==> config.mk <==
export PLATFORM = sky130hd
export DESIGN_NAME = ppg_timer
export DESIGN_NICKNAME = d
export VERILOG_FILES = /design/src/rtl/ppg_pkg.sv /design/src/rtl/ppg_ctrl.sv /design/src/rtl/ppg_datapath.sv /design/src/rtl/ppg_timer.sv
export SDC_FILE = /design/constraint.sdc
export NUM_CORES = 1
export LEC_CHECK = 0
export CAP_MARGIN = 25
export CORE_MARGIN = 3
export CORE_UTILIZATION = 59
export DETAILED_ROUTE_END_ITERATION = 8
export PLACE_DENSITY = 0.9
export SYNTH_ARGS = -nofsm -noshare
export SYNTH_HDL_FRONTEND = slang
export SYNTH_HIERARCHICAL = 1
export SYNTH_SLANG_ARGS = --single-unit
==> constraint.sdc <==
create_clock -name clk -period 2.73 [get_ports clk]
set_input_delay 0.546 -clock clk [delete_from_list [all_inputs] [get_ports clk]]
set_output_delay 0.546 -clock clk [all_outputs]
set_load 0.01 [all_outputs]
==> src/rtl/ppg_pkg.sv <==
package ppg_pkg;

  // Strobes issued by the control unit to the datapath each cycle.
  typedef struct packed {
    logic cntZero;    // hold counter at zero (timer stopped)
    logic cntInc;     // advance counter by one
    logic cntWrap;    // clear counter after a period match
    logic actLoad;    // copy shadow compare values into active set
    logic ffToggle;   // invert output flip-flop
    logic ffSet;      // preset output flip-flop to 1
    logic ffClr;      // preset output flip-flop to 0
    logic errUpdate;  // re-evaluate compare legality
  } ppgStrb_t;

  localparam int NCMP     = 2;
  localparam int CMP_PER  = 0;
  localparam int CMP_WID  = 1;

endpackage

==> src/rtl/ppg_ctrl.sv <==
module ppg_ctrl
  import ppg_pkg::*;
(
  input  logic     runEn,
  input  logic     tick,
  input  logic     lvlSet,
  input  logic     lvlClr,
  input  logic     perWrEn,
  input  logic     widWrEn,
  input  logic     matchPer,
  input  logic     matchWid,
  output ppgStrb_t strb
);

  logic stepNow;
  logic presetOk;

  // A counting step happens only on a ticked cycle of a running timer.
  assign stepNow  = runEn & tick;
  // Preset strobes act only while stopped and only if exactly one is high.
  assign presetOk = ~runEn & (lvlSet ^ lvlClr);

  always_comb begin
    strb           = '0;
    strb.cntZero   = ~runEn;
    strb.cntWrap   = stepNow & matchPer;
    strb.cntInc    = stepNow & ~matchPer;
    strb.actLoad   = ~runEn | (stepNow & matchPer);
    // Equal compare values would cancel; xor keeps a single inversion rule.
    strb.ffToggle  = stepNow & (matchPer ^ matchWid);
    strb.ffSet     = presetOk & lvlSet;
    strb.ffClr     = presetOk & lvlClr;
    strb.errUpdate = perWrEn | widWrEn;
  end

endmodule

==> src/rtl/ppg_datapath.sv <==
module ppg_datapath
  import ppg_pkg::*;
#(
  parameter int CNT_W = 16
) (
  input  logic             clk,
  input  logic             rstN,
  input  ppgStrb_t         strb,
  input  logic             perWrEn,
  input  logic             widWrEn,
  input  logic [CNT_W-1:0] wrData,
  output logic             matchPer,
  output logic             matchWid,
  output logic             ffQ,
  output logic             cfgErr
);

  localparam logic [CNT_W-1:0] ZERO = '0;
  localparam logic [CNT_W-1:0] ONE  = {{(CNT_W-1){1'b0}}, 1'b1};

  logic [CNT_W-1:0] cnt;
  logic [CNT_W-1:0] shadowVal [NCMP];
  logic [CNT_W-1:0] shadowNxt [NCMP];
  logic [CNT_W-1:0] activeVal [NCMP];
  logic [NCMP-1:0]  cmpHit;
  logic [NCMP-1:0]  wrSel;

  assign wrSel[CMP_PER] = perWrEn;
  assign wrSel[CMP_WID] = widWrEn;

  // One shadow register, one active register and one comparator per channel.
  for (genvar g = 0; g < NCMP; g++) begin : gCmp
    assign shadowNxt[g] = wrSel[g] ? wrData : shadowVal[g];
    assign cmpHit[g]    = (cnt == activeVal[g]);

    always_ff @(posedge clk or negedge rstN) begin
      if (!rstN) begin
        shadowVal[g] <= ZERO;
        activeVal[g] <= ZERO;
      end else begin
        shadowVal[g] <= shadowNxt[g];
        if (strb.actLoad) activeVal[g] <= shadowVal[g];
      end
    end
  end

  assign matchPer = cmpHit[CMP_PER];
  assign matchWid = cmpHit[CMP_WID];

  // Counter: held at zero when stopped, clear-and-start on period match.
  always_ff @(posedge clk or negedge rstN) begin
    if (!rstN)                            cnt <= ZERO;
    else if (strb.cntZero || strb.cntWrap) cnt <= ZERO;
    else if (strb.cntInc)                  cnt <= cnt + ONE;
  end

  // Output flip-flop: preset while stopped, inverted on compare matches.
  always_ff @(posedge clk or negedge rstN) begin
    if (!rstN)              ffQ <= 1'b0;
    else if (strb.ffSet)    ffQ <= 1'b1;
    else if (strb.ffClr)    ffQ <= 1'b0;
    else if (strb.ffToggle) ffQ <= ~ffQ;
  end

  function automatic logic pairBad(input logic [CNT_W-1:0] per,
                                   input logic [CNT_W-1:0] wid);
    return (wid == ZERO) || (wid >= per);
  endfunction

  // Legality is judged on the pair the write leaves behind.
  always_ff @(posedge clk or negedge rstN) begin
    if (!rstN)               cfgErr <= 1'b0;
    else if (strb.errUpdate) cfgErr <= pairBad(shadowNxt[CMP_PER], shadowNxt[CMP_WID]);
  end

  // count never exceeds the active period
  assert_cnt_bound_R1: assert property (@(posedge clk) disable iff (!rstN)
    cnt <= activeVal[CMP_PER]);

  // without a step the count does not move
  assert_cnt_hold_R1: assert property (@(posedge clk) disable iff (!rstN)
    (!strb.cntInc && !strb.cntWrap && !strb.cntZero) |=> $stable(cnt));

  // stopped timer leaves counter at zero
  assert_stop_zero_R8: assert property (@(posedge clk) disable iff (!rstN)
    strb.cntZero |=> (cnt == ZERO));

  // active compare values change only at a load point
  assert_active_defer_R7: assert property (@(posedge clk) disable iff (!rstN)
    !strb.actLoad |=> ($stable(activeVal[CMP_PER]) && $stable(activeVal[CMP_WID])));

  // flag after a write matches legality of the shadow pair
  assert_err_flag_R6: assert property (@(posedge clk) disable iff (!rstN)
    strb.errUpdate |=> (cfgErr == ((shadowVal[CMP_WID] == ZERO) ||
                                   (shadowVal[CMP_WID] >= shadowVal[CMP_PER]))));

  // flag holds between writes
  assert_err_hold_R6: assert property (@(posedge clk) disable iff (!rstN)
    !strb.errUpdate |=> $stable(cfgErr));

endmodule

==> src/rtl/ppg_timer.sv <==
module ppg_timer
  import ppg_pkg::*;
#(
  parameter int   CNT_W    = 16,
  parameter logic PIN_IDLE = 1'b0
) (
  input  logic             clk,
  input  logic             rstN,
  input  logic             runEn,
  input  logic             tick,
  input  logic             perWrEn,
  input  logic             widWrEn,
  input  logic [CNT_W-1:0] wrData,
  input  logic             lvlSet,
  input  logic             lvlClr,
  input  logic             outEn,
  output logic             pulseOut,
  output logic             cfgErr
);

  ppgStrb_t strb;
  logic     matchPer;
  logic     matchWid;
  logic     ffQ;

  ppg_ctrl uCtrl (
    .runEn    (runEn),
    .tick     (tick),
    .lvlSet   (lvlSet),
    .lvlClr   (lvlClr),
    .perWrEn  (perWrEn),
    .widWrEn  (widWrEn),
    .matchPer (matchPer),
    .matchWid (matchWid),
    .strb     (strb)
  );

  ppg_datapath #(.CNT_W(CNT_W)) uDp (
    .clk      (clk),
    .rstN     (rstN),
    .strb     (strb),
    .perWrEn  (perWrEn),
    .widWrEn  (widWrEn),
    .wrData   (wrData),
    .matchPer (matchPer),
    .matchWid (matchWid),
    .ffQ      (ffQ),
    .cfgErr   (cfgErr)
  );

  assign pulseOut = outEn ? ffQ : PIN_IDLE;

  // disabled pin sits at its idle level
  assert_pin_idle_R5: assert property (@(posedge clk) disable iff (!rstN)
    !outEn |-> (pulseOut == PIN_IDLE));

  // while running, level changes only on ticked cycles
  assert_run_ignore_R4: assert property (@(posedge clk) disable iff (!rstN)
    (runEn && !tick) |=> $stable(ffQ));

  // stopped with no single preset strobe keeps the level
  assert_stop_keep_R8: assert property (@(posedge clk) disable iff (!rstN)
    (!runEn && !(lvlSet ^ lvlClr)) |=> $stable(ffQ));

  // a lone preset strobe while stopped sets the requested level
  assert_preset_R4: assert property (@(posedge clk) disable iff (!rstN)
    (!runEn && (lvlSet ^ lvlClr)) |=> (ffQ == $past(lvlSet)));

endmodule

==> flow_metrics.env <==
export IMPL_dieHeight_um=89.6
export IMPL_reg2reg_slack_ps=470
export IMPL_fin_ws_ps=170
export IMPL_grt_max_degree=48
export IMPL_clockBufferDepth=2
export IMPL_slowest_stage="clkdlybuf4s50_1"
export IMPL_cts_resized_gates=0
export IMPL_grtUsageMet2_pct=40.4
export IMPL_crit_top_cell="buf_4"
export IMPL_ir_drop_v=0.000505
export IMPL_fp_row_count=29
export IMPL_ys_seq_area_share_pct=49.7
export IMPL_dieArea_um2=8030
export IMPL_syn_cell_area_um2=4130
export IMPL_use_met1_pct=34.2
export IMPL_ys_seq_elements=82
export IMPL_synth_edf_count=0
export IMPL_syn_inst=341
export IMPL_first_global_vias=2903
export IMPL_synth_top_cell_area_share_pct=49.7
export IMPL_area_growth_pct=14.8
export IMPL_setup_violations=0
export IMPL_final_hold_violation_count=0
export IMPL_min_period_over_period_pct=93.8
export IMPL_final_setup_skew_ps=6.45
export IMPL_drt_iter0_drc=183
export IMPL_vias_per_cell=5.72
export IMPL_reg2reg_depth=10
export IMPL_rsz0062_at_grt="false"
export IMPL_power_density_nw_per_um2=583
export IMPL_startpoint="perWrEn"
export IMPL_async_flop_share_pct=100
export IMPL_numCtsBuffers=9
export IMPL_wire_per_inst_um=18.4
export IMPL_initial_utilization_pct=62.8
export IMPL_critPathCapture="uDp/cfgErr$_DFFE_PN0P_"
export IMPL_cp_cell_sequence="clkdlybuf4s50_1, buf_4, buf_4, mux2i_1, ha_1, nand4_1, o41ai_1, o21ai_0, a31oi_1"
export IMPL_core_area_um2=6570
export IMPL_clk_latency_ps=360
export IMPL_status="complete, no violations"
export IMPL_worstMarginPinSlew_ps=596
export IMPL_grt_use_met3_pct=5.29
export IMPL_gp_congestion=0.860
export IMPL_avgSynthCellArea_um2=12.1
export IMPL_slowest_delay_ps=530
export IMPL_grt_usage_pct=25.0
export IMPL_p_leak_nw=2.05
export IMPL_postCtsSetupBuffers=0
export IMPL_vias=2730
export IMPL_ys_types=45
export IMPL_cts_sinks=82
export IMPL_slew_headroom_pct=60.2
export IMPL_r2r_start="uDp/cnt[3]$_DFFE_PN0P_"
export IMPL_worst_path_stages=9
export IMPL_n_antenna_cell=0
export IMPL_antenna_left=0
export IMPL_wirelength_um=8780
export IMPL_cts_max_level=3
export IMPL_path_class="primary input to flop"
export IMPL_fin_crit_ps=2560
export IMPL_firstDrtPassIters=4
export IMPL_dp_hpwl_um=6460
export IMPL_antenna_found_initial=0
export IMPL_io_pins=27
export IMPL_hold_path_class="primary input to async pin"
export IMPL_cp_arrival_ps=2850
export IMPL_yosys_area_top_type="dfrtp_1"
export IMPL_drc=0
export IMPL_ys_warn_count=6
export IMPL_grt_overflow=0
export IMPL_stdcell_area_um2=4740
export IMPL_grt_first_pass_wirelength_um=14700
export IMPL_place_ws_ps=-292
export IMPL_path_buf_inv=3
export IMPL_synth_nets=383
export IMPL_p_total_mw=2.76
export IMPL_yosys_most_used_dff="dfrtp_1"
export IMPL_critical_path_top_delay_family="buffers and inverters"
export IMPL_root_buffer="clkbuf_8"
export IMPL_r2r_end="uDp/cnt[10]$_DFFE_PN0P_"
export IMPL_clkTransAtPathRegs_ps=90
export IMPL_required_ps=3020
export IMPL_synthTopCellsByArea="dfrtp_1, mux2_2, xnor2_1"
export IMPL_cp_max_fo=7
export IMPL_ctsHoldBuffers=0
export IMPL_io_buffers=26
export IMPL_num_nets_final=421
export IMPL_fmax_mhz=391
export IMPL_cp_start_kind="primary input"
export IMPL_slew_viol_final=0
export IMPL_grt_busiest_layer="met2"
export IMPL_tritoncts="done"
export IMPL_placed_area_um2=4550
export IMPL_maxCapViolCount=0
export IMPL_end_kind="flop"
export IMPL_die_width_um=89.6
export IMPL_drive_gt1_share_pct=23.2
report_power, final:
part / switching, mW / total [mW] / leakage, nW / internal [mW]
combinational: 0.213 / 0.476 / 0.967 / 0.263
sequential: 0.106 / 1.45 / 0.995 / 1.34
clock: 0.475 / 0.840 / 0.0895 / 0.364
total: 0.794 / 2.76 / 2.05 / 1.97
metal layers:
layer	vias to the layer above	wire [µm]
li1	1267	-
met1	1375	3940
met2	78	4310
met3	10	436
met4	0	97
met5	-	0
logic make-up after synthesis:
kind of cell / after synthesis / share of synthesized area, %
xor gates and xnor gates: 46 / 9.76
adders and majority gates: 17 / 5.15
muxes: 65 / 17.4
buffers and inverters: 33 / 3.67
AOI/OAI and AO/OA: 22 / 3.34
DFF: 82 / 49.7
and+or+nand+nor: 76 / 10.9
Yosys cell counts, types with 3 or more instances:
cell      number
dfrtp_1       82
a21oi_1        6
or4_1          3
mux2_2        44
nand3_1        5
xor2_1         4
inv_1         19
o21ai_0        5
clkbuf_1       4
mux2i_1       16
nand2_1        9
nor2_1        20
xnor2_1       42
ha_1          17
buf_2          6
nor4_1         3
a21o_1         3
nand4_1       12
or3_1          3
and3_2         4
mux2_1         3
cell type report:
class / instances / area (µm²)
Clock buffer: 10 / 138
Clock inverter: 6 / 50.0
Sequential cell: 82 / 2050
Multi-Input combinational cell: 226 / 1920
Tap cell: 93 / 116
Inverter: 19 / 71.3
Fill cell: 434 / 1830
Timing Repair Buffer: 41 / 385
stage by stage:
step | setup TNS, ps | util, % | hold WS [ps] | std cells
3_5_place_dp | -292 | 69.2 | 507 | 461
4_1_cts | 0 | 72.1 | 192 | 477
3_3_place_gp | -218 | 69.2 | 485 | 461
6_report | 0 | 72.1 | 188 | 477
5_1_grt | 0 | 72.1 | 210 | 477
2_1_floorplan | 0 | - | 250 | 341
state kept, by name, summed over array words and instances (netlist names):
signal         flops
uDp/shadowVal     32
uDp/cfgErr         1
uDp/cnt           16
uDp/ffQ            1
uDp/activeVal     32
cell usage in the layout, fill, tap and decap left out, drive strengths merged, types with 5 or more instances in the layout:
| master | Yosys | routed |
|---|---|---|
| o21ai | 5 | 5 |
| ha | 17 | 17 |
| nand3 | 5 | 5 |
| clkbuf | 5 | 10 |
| nor2 | 20 | 20 |
| a21oi | 6 | 6 |
| buf | 9 | 16 |
| and3 | 5 | 5 |
| inv | 19 | 21 |
| dfrtp | 82 | 82 |
| nand4 | 13 | 13 |
| mux2i | 16 | 16 |
| nand2 | 9 | 9 |
| xnor2 | 42 | 42 |
| clkdlybuf4s50 | 0 | 24 |
| mux2 | 49 | 49 |
worst reg2reg max path: stages, from the launching register on:
cell     delay (ps)
dfrtp_1         470
xnor2_1         240
nand4_1         130
nor4_1          340
buf_4           190
nor2_1           60
and3_2          240
nand4_1         170
nor2_1           80
xnor2_1         160
nor2_1           60
how the worst min path moves through the flow:
stage                                 from                            end  slack [ps]  cells after the start
2_1_floorplan                         rstN   uDp/activeVal[0]$_DFFE_PN0P_         250                      0
3_3_place_gp   uDp/shadowVal[16]$_DFF_PN0_  uDp/activeVal[16]$_DFFE_PN0P_         480                      1
3_5_place_dp   uDp/shadowVal[15]$_DFF_PN0_  uDp/activeVal[15]$_DFFE_PN0P_         510                      1
4_1_cts                               rstN   uDp/activeVal[4]$_DFFE_PN0P_         190                      1
5_1_grt                               rstN         uDp/cnt[2]$_DFFE_PN0P_         210                      1
6_report                              rstN         uDp/cnt[6]$_DFFE_PN0P_         190                      1
(Power assumes the default switching activity.)
